### src/rtl/pwrseq_pkg.sv
package pwrseq_pkg;

  typedef enum logic [2:0] {
    ST_IDLE,
    ST_ON_WAIT,
    ST_ON_DLY,
    ST_ON,
    ST_OFF_HOLD,
    ST_OFF_WAIT
  } seq_state_e;

  function automatic longint us_to_cycles(longint us, longint hz);
    return (us * hz) / 64'd1000000;
  endfunction

endpackage

### src/rtl/pwrseq_sync.sv
module pwrseq_sync #(
  parameter int WIDTH = 5
) (
  input  logic             clk,
  input  logic             rst_n,
  input  logic [WIDTH-1:0] d_in,
  output logic [WIDTH-1:0] q_out
);
  for (genvar g = 0; g < WIDTH; g++) begin : g_bit
    logic meta_q, stab_q;
    always_ff @(posedge clk or negedge rst_n) begin
      if (!rst_n) begin
        meta_q <= 1'b0;
        stab_q <= 1'b0;
      end else begin
        meta_q <= d_in[g];
        stab_q <= meta_q;
      end
    end
    assign q_out[g] = stab_q;
  end
endmodule

### src/rtl/pwrseq_timer.sv
module pwrseq_timer #(
  parameter int CNT_W = 21
) (
  input  logic             clk,
  input  logic             rst_n,
  input  logic             load,
  input  logic [CNT_W-1:0] load_val,
  output logic             zero
);
  logic [CNT_W-1:0] cnt_q;

  always_ff @(posedge clk or negedge rst_n) begin
    if (!rst_n)              cnt_q <= '0;
    else if (load)           cnt_q <= load_val;
    else if (cnt_q != '0)    cnt_q <= cnt_q - CNT_W'(1);
  end

  assign zero = (cnt_q == '0);


  timer_load_chk: assert property (@(posedge clk) disable iff (!rst_n)
    load |=> (cnt_q == $past(load_val)));
endmodule

### src/rtl/pwrseq_rail_io.sv
module pwrseq_rail_io #(
  parameter int                   NUM_RAILS     = 5,
  parameter int                   IDX_W         = 3,
  parameter logic [NUM_RAILS-1:0] EN_ACTIVE_LOW = 5'b00100
) (
  input  logic                 clk,
  input  logic                 rst_n,
  input  logic                 en_set,
  input  logic                 en_clr,
  input  logic [IDX_W-1:0]     en_idx,
  output logic [NUM_RAILS-1:0] en_log,
  output logic [NUM_RAILS-1:0] en_pin
);
  for (genvar g = 0; g < NUM_RAILS; g++) begin : g_rail
    logic on_q;
    always_ff @(posedge clk or negedge rst_n) begin
      if (!rst_n)                                 on_q <= 1'b0;
      else if (en_set && en_idx == IDX_W'(g))     on_q <= 1'b1;
      else if (en_clr && en_idx == IDX_W'(g))     on_q <= 1'b0;
    end
    assign en_log[g] = on_q;
    if (EN_ACTIVE_LOW[g]) begin : g_low
      assign en_pin[g] = ~on_q;
    end else begin : g_high
      assign en_pin[g] = on_q;
    end
  end


  en_run_from_zero_chk: assert property (@(posedge clk) disable iff (!rst_n)
    ((en_log & NUM_RAILS'(en_log + 1'b1)) == '0));


  set_clr_excl_chk: assert property (@(posedge clk) disable iff (!rst_n)
    !(en_set && en_clr));
endmodule

### src/rtl/pwrseq_fsm.sv
module pwrseq_fsm
  import pwrseq_pkg::*;
#(
  parameter int NUM_RAILS = 5,
  parameter int IDX_W     = 3,
  parameter int CNT_W     = 21
) (
  input  logic                       clk,
  input  logic                       rst_n,
  input  logic                       on_req,
  input  logic                       off_req,
  input  logic [NUM_RAILS-1:0]       pg_s,
  input  logic [NUM_RAILS-1:0]       en_log,
  input  logic [NUM_RAILS*CNT_W-1:0] tmo_cyc,
  input  logic [CNT_W-1:0]           on_cyc,
  input  logic [CNT_W-1:0]           off_cyc,
  input  logic                       tmr_zero,
  output logic                       tmr_load,
  output logic [CNT_W-1:0]           tmr_val,
  output logic                       en_set,
  output logic                       en_clr,
  output logic [IDX_W-1:0]           en_idx,
  output logic                       all_pg,
  output logic                       dev_rst_n,
  output logic                       busy,
  output logic                       powered_on,
  output logic [NUM_RAILS-1:0]       fail_mask
);
  localparam logic [IDX_W-1:0] LAST = IDX_W'(NUM_RAILS - 1);

  seq_state_e             state_q, state_d;
  logic [IDX_W-1:0]       idx_q, idx_d;
  logic                   allpg_q, allpg_d;
  logic                   rstn_q, rstn_d;
  logic [NUM_RAILS-1:0]   mask_q, mask_d;

  function automatic logic [CNT_W-1:0] tmo_of(logic [IDX_W-1:0] i);
    return tmo_cyc[int'(i)*CNT_W +: CNT_W] - CNT_W'(1);
  endfunction

  always_comb begin
    state_d  = state_q;
    idx_d    = idx_q;
    allpg_d  = allpg_q;
    rstn_d   = rstn_q;
    mask_d   = mask_q;
    tmr_load = 1'b0;
    tmr_val  = '0;
    en_set   = 1'b0;
    en_clr   = 1'b0;
    en_idx   = idx_q;
    unique case (state_q)
      ST_IDLE: begin
        if (on_req) begin
          state_d  = ST_ON_WAIT;
          idx_d    = '0;
          rstn_d   = 1'b0;
          mask_d   = '0;
          en_set   = 1'b1;
          en_idx   = '0;
          tmr_load = 1'b1;
          tmr_val  = tmo_of('0);
        end
      end
      ST_ON_WAIT: begin
        if (pg_s[idx_q]) begin
          if (idx_q == LAST) begin
            allpg_d  = 1'b1;
            state_d  = ST_ON_DLY;
            tmr_load = 1'b1;
            tmr_val  = on_cyc - CNT_W'(1);
          end else begin
            idx_d    = idx_q + 1'b1;
            en_set   = 1'b1;
            en_idx   = idx_q + 1'b1;
            tmr_load = 1'b1;
            tmr_val  = tmo_of(idx_q + 1'b1);
          end
        end else if (tmr_zero) begin
          mask_d[idx_q] = 1'b1;
          state_d  = ST_OFF_HOLD;
          tmr_load = 1'b1;
          tmr_val  = off_cyc - CNT_W'(1);
        end
      end
      ST_ON_DLY: begin
        if (tmr_zero) begin
          rstn_d  = 1'b1;
          state_d = ST_ON;
        end
      end
      ST_ON: begin
        if (off_req) begin
          rstn_d   = 1'b0;
          mask_d   = '0;
          state_d  = ST_OFF_HOLD;
          tmr_load = 1'b1;
          tmr_val  = off_cyc - CNT_W'(1);
        end
      end
      ST_OFF_HOLD: begin
        if (tmr_zero) begin
          allpg_d  = 1'b0;
          idx_d    = LAST;
          en_clr   = 1'b1;
          en_idx   = LAST;
          tmr_load = 1'b1;
          tmr_val  = tmo_of(LAST);
          state_d  = ST_OFF_WAIT;
        end
      end
      ST_OFF_WAIT: begin
        if (!pg_s[idx_q] || tmr_zero) begin
          if (pg_s[idx_q]) mask_d[idx_q] = 1'b1;
          if (idx_q == '0) begin
            state_d = ST_IDLE;
          end else begin
            idx_d    = idx_q - 1'b1;
            en_clr   = 1'b1;
            en_idx   = idx_q - 1'b1;
            tmr_load = 1'b1;
            tmr_val  = tmo_of(idx_q - 1'b1);
          end
        end
      end
      default: state_d = ST_IDLE;
    endcase
  end

  always_ff @(posedge clk or negedge rst_n) begin
    if (!rst_n) begin
      state_q <= ST_IDLE;
      idx_q   <= '0;
      allpg_q <= 1'b0;
      rstn_q  <= 1'b0;
      mask_q  <= '0;
    end else begin
      state_q <= state_d;
      idx_q   <= idx_d;
      allpg_q <= allpg_d;
      rstn_q  <= rstn_d;
      mask_q  <= mask_d;
    end
  end

  assign all_pg     = allpg_q;
  assign dev_rst_n  = rstn_q;
  assign fail_mask  = mask_q;
  assign powered_on = (state_q == ST_ON);
  assign busy       = (state_q != ST_IDLE) && (state_q != ST_ON);


  rst_needs_allpg_chk: assert property (@(posedge clk) disable iff (!rst_n)
    dev_rst_n |-> all_pg);


  powered_on_full_chk: assert property (@(posedge clk) disable iff (!rst_n)
    powered_on |-> ((&en_log) && all_pg && dev_rst_n));


  fail_mask_hold_chk: assert property (@(posedge clk) disable iff (!rst_n)
    (!busy && $past(!busy)) |-> $stable(fail_mask));


  off_no_reenable_chk: assert property (@(posedge clk) disable iff (!rst_n)
    (state_q == ST_OFF_HOLD || state_q == ST_OFF_WAIT) |=>
      ((en_log & ~$past(en_log)) == '0));


  fail_blocks_allpg_chk: assert property (@(posedge clk) disable iff (!rst_n)
    (state_q == ST_ON_WAIT && !pg_s[idx_q] && tmr_zero) |=> !all_pg && !dev_rst_n);
endmodule

### src/rtl/rail_power_seq.sv
module rail_power_seq #(
  parameter int                          NUM_RAILS     = 5,
  parameter longint                      CLK_HZ        = 100000000,
  parameter int                          TMO_W         = 24,
  parameter logic [NUM_RAILS*TMO_W-1:0]  RAIL_TMO_US   = {NUM_RAILS{24'd20000}},
  parameter logic [NUM_RAILS-1:0]        EN_ACTIVE_LOW = 5'b00100,
  parameter longint                      ON_DLY_US     = 1000,
  parameter longint                      OFF_DLY_US    = 5000
) (
  input  logic                 clk,
  input  logic                 rst_n,
  input  logic                 on_req,
  input  logic                 off_req,
  input  logic [NUM_RAILS-1:0] pg_in,
  output logic [NUM_RAILS-1:0] rail_en_o,
  output logic                 all_pg_o,
  output logic                 dev_rst_n_o,
  output logic                 busy_o,
  output logic                 powered_on_o,
  output logic [NUM_RAILS-1:0] fail_mask_o
);
  function automatic longint at_least_one(longint c);
    return (c < 1) ? 64'd1 : c;
  endfunction

  function automatic longint rail_cyc(int i);
    return at_least_one(pwrseq_pkg::us_to_cycles(
      longint'(RAIL_TMO_US[i*TMO_W +: TMO_W]), CLK_HZ));
  endfunction

  localparam longint ON_CYC  = at_least_one(pwrseq_pkg::us_to_cycles(ON_DLY_US, CLK_HZ));
  localparam longint OFF_CYC = at_least_one(pwrseq_pkg::us_to_cycles(OFF_DLY_US, CLK_HZ));

  function automatic longint max_cyc();
    longint m = (ON_CYC > OFF_CYC) ? ON_CYC : OFF_CYC;
    for (int i = 0; i < NUM_RAILS; i++) begin
      if (rail_cyc(i) > m) m = rail_cyc(i);
    end
    return m;
  endfunction

  localparam int IDX_W = (NUM_RAILS > 1) ? $clog2(NUM_RAILS) : 1;
  localparam int CNT_W = $clog2(max_cyc() + 1);

  logic [NUM_RAILS*CNT_W-1:0] tmo_cyc;
  for (genvar g = 0; g < NUM_RAILS; g++) begin : g_tmo
    assign tmo_cyc[g*CNT_W +: CNT_W] = CNT_W'(rail_cyc(g));
  end

  logic [NUM_RAILS-1:0] pg_s, en_log;
  logic                 tmr_load, tmr_zero, en_set, en_clr;
  logic [CNT_W-1:0]     tmr_val;
  logic [IDX_W-1:0]     en_idx;

  pwrseq_sync #(.WIDTH(NUM_RAILS)) u_sync (
    .clk(clk), .rst_n(rst_n), .d_in(pg_in), .q_out(pg_s)
  );

  pwrseq_timer #(.CNT_W(CNT_W)) u_timer (
    .clk(clk), .rst_n(rst_n), .load(tmr_load), .load_val(tmr_val), .zero(tmr_zero)
  );

  pwrseq_rail_io #(
    .NUM_RAILS(NUM_RAILS), .IDX_W(IDX_W), .EN_ACTIVE_LOW(EN_ACTIVE_LOW)
  ) u_rails (
    .clk(clk), .rst_n(rst_n), .en_set(en_set), .en_clr(en_clr), .en_idx(en_idx),
    .en_log(en_log), .en_pin(rail_en_o)
  );

  pwrseq_fsm #(
    .NUM_RAILS(NUM_RAILS), .IDX_W(IDX_W), .CNT_W(CNT_W)
  ) u_fsm (
    .clk(clk), .rst_n(rst_n), .on_req(on_req), .off_req(off_req),
    .pg_s(pg_s), .en_log(en_log), .tmo_cyc(tmo_cyc),
    .on_cyc(CNT_W'(ON_CYC)), .off_cyc(CNT_W'(OFF_CYC)), .tmr_zero(tmr_zero),
    .tmr_load(tmr_load), .tmr_val(tmr_val), .en_set(en_set), .en_clr(en_clr),
    .en_idx(en_idx), .all_pg(all_pg_o), .dev_rst_n(dev_rst_n_o), .busy(busy_o),
    .powered_on(powered_on_o), .fail_mask(fail_mask_o)
  );
endmodule

### config.mk
export PLATFORM = sky130hd
export DESIGN_NAME = rail_power_seq
export DESIGN_NICKNAME = d
export VERILOG_FILES = /design/src/rtl/pwrseq_pkg.sv /design/src/rtl/pwrseq_sync.sv /design/src/rtl/pwrseq_timer.sv /design/src/rtl/pwrseq_rail_io.sv /design/src/rtl/pwrseq_fsm.sv /design/src/rtl/rail_power_seq.sv
export SDC_FILE = /design/constraint.sdc
export NUM_CORES = 1
export LEC_CHECK = 0
export ABC_AREA = 0
export BUFFER_PORTS_ARGS = -buffer_cell sky130_fd_sc_hd__clkbuf_2
export CORE_MARGIN = 2
export CORE_UTILIZATION = 33
export DETAILED_ROUTE_END_ITERATION = 12
export GPL_ROUTABILITY_DRIVEN = 0
export GPL_TIMING_DRIVEN = 0
export PLACE_DENSITY_LB_ADDON = 0.3
export SLEW_MARGIN = 10
export SYNTH_ARGS = -nofsm -noshare
export SYNTH_HDL_FRONTEND = slang
export SYNTH_SLANG_ARGS = --single-unit
### constraint.sdc
create_clock -name clk -period 2.6 [get_ports clk]
set_input_delay 0.52 -clock clk [delete_from_list [all_inputs] [get_ports clk]]
set_output_delay 0.52 -clock clk [all_outputs]
set_load 0.02 [all_outputs]
==> results of run 1 <==
worst paths after layout:
check                                          to  slack (ns)  depth (start not counted)
max                        u_rails.g_rail[3].on_q       -0.20                          9
min                                u_fsm.idx_q[0]        0.22                          1
max reg2reg                u_rails.g_rail[3].on_q       -0.20                          9
min reg2reg                u_sync.g_bit[0].stab_q        0.35                          0
max in group asynchronous          u_fsm.idx_q[1]        1.94                          1
min in group clk           u_sync.g_bit[0].meta_q        0.32                          1
power breakdown:
| part | switching [W] | internal (W) |
|---|---|---|
| Clock | 0.000271 | 0.000216 |
| Combinational | 0.00161 | 0.00114 |
| Sequential | 0.000180 | 0.000989 |
| Total | 0.00206 | 0.00235 |
cell families (layout without fill, tap and decap cells):
logic type | Yosys count | after routing | share of synthesized area, %
fa+ha+maj | 6 | 6 | 2.701
xor+xnor | 22 | 22 | 6.934
compound gates | 71 | 71 | 18.60
simple gates | 115 | 115 | 21.48
buf+inv | 29 | 73 | 5.448
flops | 49 | 49 | 44.12
mux | 2 | 2 | 0.7204
metrics by stage:
step / instances / setup WS, ns / TNS [ns] / instance area (sq um)
CTS: 437 / -0.1617 / -0.5991 / 3309
global route: 443 / -0.3114 / -2.692 / 3478
global placement: 421 / -0.5187 / -5.997 / 3053
finish: 443 / -0.2050 / -1.092 / 3478
floorplan: 294 / -0.04139 / -0.07833 / 2811
detailed placement: 421 / -0.5234 / -6.550 / 3053
repair_timing:
action,4_1_cts,5_1_grt
resized for setup,26,31
cloned,0,1
pin swaps,4,12
setup buffers,9,5
endpoints found under the setup margin,29,31
hold endpoints to repair,0,0
sequential cells by signal (all words and copies together) (netlist names):
signal and flops:
u_sync.g_bit.meta_q 5, u_fsm.state_q 3, u_fsm.all_pg 1, u_fsm.dev_rst_n 1
u_sync.g_bit.stab_q 5, u_rails.g_rail.on_q 5, u_timer.cnt_q 21, u_fsm.idx_q 3
u_fsm.fail_mask 5
layout by cell type, fill, tap and decap left out, types with 4 or more instances in the layout:
cell and instances:
nand2_1 32, a21oi_2 6, or2_2 4, nand3_1 4
o31ai_1 4, dfrtp_1 48, o21ai_0 5, xnor2_1 10
a21oi_1 10, buf_4 24, o21a_1 4, a31oi_1 5
nor3_2 4, or3_1 4, a32o_1 5, ha_1 5
xor2_1 12, clkbuf_2 22, inv_1 10, nor3_1 10
clkbuf_8 6, o21ai_1 8, nor2_1 17
per-layer routing:
metal | global-route usage (%) | wire length (microns)
met1 | 22.66 | 3197
met2 | 25.12 | 3130
met3 | 2.662 | 338
met4 | 5.000 | 198
met5 | 0 | 0
worst max-delay path, delay by kind of cell (launching register included):
family	cells	cell delay (ns)
simple gates	4	1.43
compound gates	3	0.56
flops	1	0.39
buf+inv	2	0.32
layout make-up:
cell class	instances	area, sq um	share of cell area, %
buffer	16	126.4	3.633
clock buffer	6	82.58	2.374
clock inverter	2	13.76	0.3957
inverter	12	47.55	1.367
multi-input combinational	216	1603	46.08
sequential	49	1227	35.29
tap	105	131.4	3.777
timing repair buffer	37	246.5	7.086
==> flow_summary.ini, run 1 <==
[run_status]
status = finished with violations
violations = setup timing

[synth]
syn_inst = 294
yosys.area.top_type = dfrtp_1
syn_avg_cell_area_sq_um = 9.452
yosysUniqueCellTypes = 60
synth_most_common_cell = dfrtp_1
synth_top_area_share_pct = 44.12
synthTopCellsByCount = dfrtp_1 (49), nand2_1 (34), nor2_1 (19)
ys_ff_latch = 49
ys_top_cells_by_area = dfrtp_1 (44%), nand2_1 (4.6%), xor2_1 (3.8%)
ys_seq_area_share_pct = 44.12
synthArstFlopShare_pct = 100.0
synth-edff-count = 0
yosysWarnings = 0
synth_ff_type = dfrtp_1
synth.net_count = 309
synth_area_sq_um = 2779

[worst_setup_path]
max_stage_delay_ns = 0.58
endpoint_kind = register
required_ns = 2.80
start_kind = register
slowest_stage = or4_4
critPathLaunch = u_timer.cnt_q[13]
critPathMaxFanout = 5
critPathKind = reg -> reg
r2r_start = u_timer.cnt_q[13]
path_cells = or4_4, or4_4, or2_0, buf_4, a211oi_4, nor3_2, buf_4, o31ai_2, o21ai_1
worstPathArrival_ns = 3.01

[power_and_ir_drop]
peakVddDrop_mv = 0.3930
fin_total_pwr_w = 0.004411
leakage_nw = 1.446
power.density_nw_per_um2 = 1268

[routing]
postRouteWirelength_mm = 6.865
dr.pass1.iters = 4
postRouteAntennaNets = 0
post_drt_wl_per_cell_microns = 15.50
routed_via_density = 5.253
drtIter0Drc = 174
via_count = 2327
drc = 0

[global_routing]
grt_usage_pct = 16.02
grt_pass1_vias = 2274
antenna_found_initial = 0
grt_pass1_wl_mm = 11.49
grt_overflow_total = 0
grt_max_degree = 50

[timing]
setup_viol = 9
fmax_ghz = 0.3565
holdWs_ns = 0.2168
worst_pin_slew_ns = 0.8891
fin_ws_ns = -0.2050
period_share_pct = 107.9
period_needed_ns = 2.805
relSlewSlack_pct = 40.60
slew_violations = 0
fin_worst_skew_ns = 0.01632
hold_violations = 0
rsz0062_at_grt = yes

[clock_tree]
ctsLongestPathBuffers = 2
cts_max_level = 2
cts_buffers = 5
ctsHoldBuffers = 0
clock-sinks = 49
tritoncts = done
clock-root-buffer = clkbuf_8
clock_latency_ns = 0.31
clk_pin_slew_ns = 0.10

[floorplan]
die_x_microns = 95.77
die-area_sq_um = 9171
fp-row-count = 33
coreArea_sq_um = 8175
io_pins = 23
die_height_microns = 95.77
start_util_pct = 33.99

[worst_hold_path]
hold_path_class = in -> async

[place]
numPortBuffers = 22
dp_hpwl_mm = 4.619

[cells_and_area]
final_nets = 352
fill_cells = 784
drive_gt1_share_pct = 31.36
diodes = 0
synthToLayoutAreaGrowth_pct = 25.17
fin_util_pct = 42.55

[run]
cap_viol_max_count = 0
Note: power is estimated with default switching activity, not from simulation.
==> run 2: changes to the inputs <==
==> constraint.sdc (replaced) <==
create_clock -name clk -period 2.3 [get_ports clk]
set_input_delay 0.46 -clock clk [delete_from_list [all_inputs] [get_ports clk]]
set_output_delay 0.46 -clock clk [all_outputs]
set_load 0.02 [all_outputs]
==> flow_summary.ini, run 2 (synthesis gave the netlist of run 1 again) <==
[power_and_ir_drop]
leakage_nw = 1.474
peakVddDrop_mv = 0.4580
fin_total_pwr_w = 0.005263
power.density_nw_per_um2 = 1496

[worst_setup_path]
worstPathArrival_ns = 2.99
worst_path_most_repeated_cell = or4_4
max_stage_delay_ns = 0.54
start_kind = register
path_cells = or4_4, or4_4, o21ai_4, nor2_2, o32ai_4, inv_4, or4_1, a32o_1
endpoint_kind = register
cp_num_buf_inv = 1
slowest_stage = or4_4
critPathMaxFanout = 5
cp_top_family = simple AND/OR/NAND/NOR gates
critPathKind = reg -> reg
required_ns = 2.50

[timing]
relSlewSlack_pct = 39.11
holdWs_ns = 0.1627
fmax_ghz = 0.3586
period_needed_ns = 2.788
rsz0062_at_grt = yes
fin_ws_ns = -0.4882
hold_violations = 0
worst_pin_slew_ns = 0.9113
slew_violations = 0
period_share_pct = 121.2
fin_worst_skew_ns = 0.01002
setup_viol = 33

[clock_tree]
cts_max_level = 2
ctsHoldBuffers = 0
tritoncts = done
clock-sinks = 49
ctsLongestPathBuffers = 2
cts_buffers = 5
clk_pin_slew_ns = 0.10
clock-root-buffer = clkbuf_8
clock_latency_ns = 0.31

[floorplan]
fp-row-count = 33
start_util_pct = 33.99
die_x_microns = 95.77
io_pins = 23
die-area_sq_um = 9171
coreArea_sq_um = 8175
die_height_microns = 95.77

[routing]
routed_via_density = 5.312
postRouteAntennaNets = 0
drtIter0Drc = 173
via_count = 2369
postRouteWirelength_mm = 6.952
drc = 0
post_drt_wl_per_cell_microns = 15.59
dr.pass1.iters = 4

[run_status]
status = finished with violations
violations = setup timing

[cells_and_area]
most-common-layout-cells = dfrtp_1 (48), nand2_1 (32), buf_4 (23), clkbuf_2 (22), nor2_1 (16)
fill_cells = 798
top_register = u_timer.cnt_q
synthToLayoutAreaGrowth_pct = 26.61
drive_gt1_share_pct = 33.72
diodes = 0
fin_area_sq_um = 3518
largest_reg_flops = 21
final_nets = 355
layout_commonest_cell = dfrtp_1

[place]
dpl-instance-area_sq_um = 3098
dp_hpwl_mm = 4.742
numPortBuffers = 22

[global_routing]
grt_usage_pct = 16.12
grt_overflow_total = 0
grt_pass1_vias = 2359
antenna_found_initial = 0
grt_pass1_wl_mm = 11.47
grt_max_degree = 50

[run]
cap_viol_max_count = 0

[worst_hold_path]
hold_path_class = in -> async
-- run 2: cell types whose count changed in the layout (fill, tap and decap cells not counted), moves of 2 or more --
cell     change
nor3_2       +2
a21oi_1      -4
buf_6        +4
a21oi_2      +4
o21ai_2      +2
-- run 2: power by group --
group / switching, W / internal [W]
clock network: 0.000318 / 0.000251
logic: 0.00191 / 0.00146
registers: 0.000204 / 0.00112
total: 0.00243 / 0.00283
-- run 2: repair_timing --
item,in CTS,in global routing
pin swaps,12,8
gates resized for setup,29,17
setup endpoints to repair,37,36
buffers inserted,12,6
-- run 2: worst paths after layout --
kind                                         from                      to  slack, ns  cells past startpoint
min in group clk                         pg_in[3]  u_sync.g_bit[3].meta_q       0.25                      1
min reg2reg                u_sync.g_bit[2].meta_q  u_sync.g_bit[2].stab_q       0.36                      0
min                                         rst_n  u_rails.g_rail[1].on_q       0.16                      1
max in group asynchronous                   rst_n          u_fsm.idx_q[1]       1.70                      1
max                             u_timer.cnt_q[11]  u_rails.g_rail[4].on_q      -0.49                      8
max reg2reg                     u_timer.cnt_q[11]  u_rails.g_rail[4].on_q      -0.49                      8
-- run 2: layout make-up --
type	instances	area [sq um]	share of cell area (%)
tap	105	131.4	3.734
timing repair buffer	40	266.5	7.575
multi-input combinational	216	1609	45.73
inverter	12	47.55	1.351
buffer	16	136.4	3.876
sequential	49	1227	34.89
clock buffer	6	82.58	2.347
clock inverter	2	17.52	0.4979
-- run 2: layer usage --
metal	up-vias	wire [microns]	GRT usage [%]
met1	1165	3297	22.37
met4	0	80	3.929
li1	1137	-	-
met3	8	315	2.897
met5	-	0	0
met2	59	3258	26.17
-- run 2: metrics by stage --
stage	setup TNS, ns	instances	setup WS (ns)	utilization [%]
2_1_floorplan	-2.640	294	-0.3414	-
3_3_place_gp	-13.02	421	-0.8199	37.89
3_5_place_dp	-13.89	421	-0.8443	37.89
4_1_cts	-10.11	440	-0.5111	41.69
5_1_grt	-11.50	446	-0.5653	43.04
6_report	-8.819	446	-0.4882	43.04
-- run 2: worst register-to-register path, cell delays in order (launching register included) --
cell	delay, ns
dfrtp_1	0.40
or4_4	0.54
or4_4	0.54
o21ai_4	0.23
nor2_2	0.08
o32ai_4	0.20
inv_4	0.07
or4_1	0.41
a32o_1	0.22
==> run 3: changes to the inputs <==
--- a/config.mk
+++ b/config.mk
@@ -12,7 +12,6 @@
 export DETAILED_ROUTE_END_ITERATION = 12
 export GPL_ROUTABILITY_DRIVEN = 0
 export GPL_TIMING_DRIVEN = 0
-export PLACE_DENSITY_LB_ADDON = 0.3
 export SLEW_MARGIN = 10
 export SYNTH_ARGS = -nofsm -noshare
 export SYNTH_HDL_FRONTEND = slang
==> flow_summary.ini, run 3 (synthesis gave the netlist of run 1 again) <==
[clock_tree]
clk_pin_slew_ns = 0.10
clock-root-buffer = clkbuf_8
ctsLongestPathBuffers = 2
clock_latency_ns = 0.32
ctsHoldBuffers = 0
tritoncts = done
clock-sinks = 49
cts_max_level = 2
cts_buffers = 5

[routing]
routed_via_density = 5.276
drc = 0
via_count = 2374
dr.pass1.iters = 4
postRouteAntennaNets = 0
postRouteWirelength_mm = 6.985
drtIter0Drc = 157
post_drt_wl_per_cell_microns = 15.52

[worst_setup_path]
cp_num_buf_inv = 2
critPathKind = reg -> reg
required_ns = 2.50
r2r.worst_path.cells = 9
r2r_start = u_timer.cnt_q[11]
rrSetupSlack_ns = -0.53
cp_top_family = simple AND/OR/NAND/NOR gates
worstPathArrival_ns = 3.03
critPathMaxFanout = 5
endpoint_kind = register
start_kind = register
path_cells = or4_4, or4_4, or2_1, buf_6, a211oi_4, nor3_2, buf_4, o31ai_2, o21ai_1
worstReg2RegEnd = u_rails.g_rail[3].on_q
max_stage_delay_ns = 0.59
worst_path_most_repeated_cell = or4_4
slowest_stage = or4_4

[place]
numPortBuffers = 22
placed_cells = 421
dp_hpwl_mm = 4.650
place_ws_ns = -0.7350

[floorplan]
die_height_microns = 95.77
fp-row-count = 33
die_x_microns = 95.77
io_pins = 23
coreArea_sq_um = 8175
start_util_pct = 33.99
die-area_sq_um = 9171

[global_routing]
antenna_found_initial = 0
grt_pass1_vias = 2321
grt_usage_pct = 15.99
grt_overflow_total = 0
grt_max_degree = 50
grt_pass1_wl_mm = 11.32

[cells_and_area]
top_register = u_timer.cnt_q
instances_no_fill = 450
multi_input_area_sq_um = 1602
final_nets = 359
most-common-layout-cells = dfrtp_1 (48), nand2_1 (32), buf_4 (25), clkbuf_2 (22), nor2_1 (17)
layout_commonest_cell = dfrtp_1
ff_latch_area_sq_um = 1227
diodes = 0
synthToLayoutAreaGrowth_pct = 28.68
largest_reg_flops = 21
fill_cells = 789
drive_gt1_share_pct = 33.04
fin_util_pct = 43.74

[power_and_ir_drop]
power.density_nw_per_um2 = 1482
peakVddDrop_mv = 0.4457
leakage_nw = 1.499
fin_total_pwr_w = 0.005301

[timing]
fin_ws_ns = -0.5322
period_share_pct = 123.1
fin_worst_skew_ns = 0.01007
fmax_ghz = 0.3531
holdWs_ns = 0.1490
period_needed_ns = 2.832
slew_violations = 0
hold_violations = 0
relSlewSlack_pct = 42.12
rsz0062_at_grt = yes
worst_pin_slew_ns = 0.8663
setup_viol = 35

[worst_hold_path]
hold_path_class = in -> async

[run_status]
status = finished with violations
violations = setup timing

[run]
cap_viol_max_count = 0
==> run 3: per-stage QoR <==
step	cell area (sq um)	setup TNS, ns
floorplan	2856	-2.640
global placement	3098	-12.00
detailed placement	3098	-12.22
CTS	3443	-8.427
global route	3576	-12.60
finish	3576	-9.987
==> run 3: layer usage <==
layer	vias up	GRT usage (%)	part of all wire, %
li1	1148	-	-
met4	0	5.119	1.7
met3	11	2.584	4.5
met2	55	25.93	47
met5	-	0	0
met1	1160	21.90	47
==> run 3: layout make-up <==
| cell class | instances | share of cell area [%] |
|---|---|---|
| Clock buffer | 6 | 2.309 |
| Multi-Input combinational cell | 216 | 44.79 |
| Clock inverter | 2 | 1.050 |
| Timing Repair Buffer | 44 | 8.607 |
| Inverter | 12 | 1.330 |
| Tap cell | 105 | 3.674 |
| Sequential cell | 49 | 34.32 |
| Buffer | 16 | 3.919 |
==> run 3: what timing repair did <==
action	CTS	global route
cloned	1	0
gates resized for setup	28	21
endpoints found under the setup margin	37	36
pin swaps	10	15
buffers inserted	13	9
==> run 3: power breakdown <==
group	internal (W)	switching [W]	leakage (nW)	total, W
sequential	0.00112	0.000209	0.571	0.00133
combinational	0.00145	0.00186	0.870	0.00331
clock	0.000354	0.000310	0.0574	0.000664
total	0.00293	0.00237	1.50	0.00530
==> run 3: worst max-delay path by stage <==
stage	depth (start not counted)	to	slack, ns	start
after floorplan	7	u_rails.g_rail[4].on_q	-0.34	u_timer.cnt_q[11]
after global placement	10	u_rails.g_rail[0].on_q	-0.77	u_fsm.idx_q[1]
after detailed placement	10	u_rails.g_rail[0].on_q	-0.73	u_fsm.idx_q[1]
after CTS	8	u_rails.g_rail[4].on_q	-0.47	u_timer.cnt_q[13]
after global routing	8	u_rails.g_rail[4].on_q	-0.62	u_timer.cnt_q[11]
final	9	u_rails.g_rail[3].on_q	-0.53	u_timer.cnt_q[11]
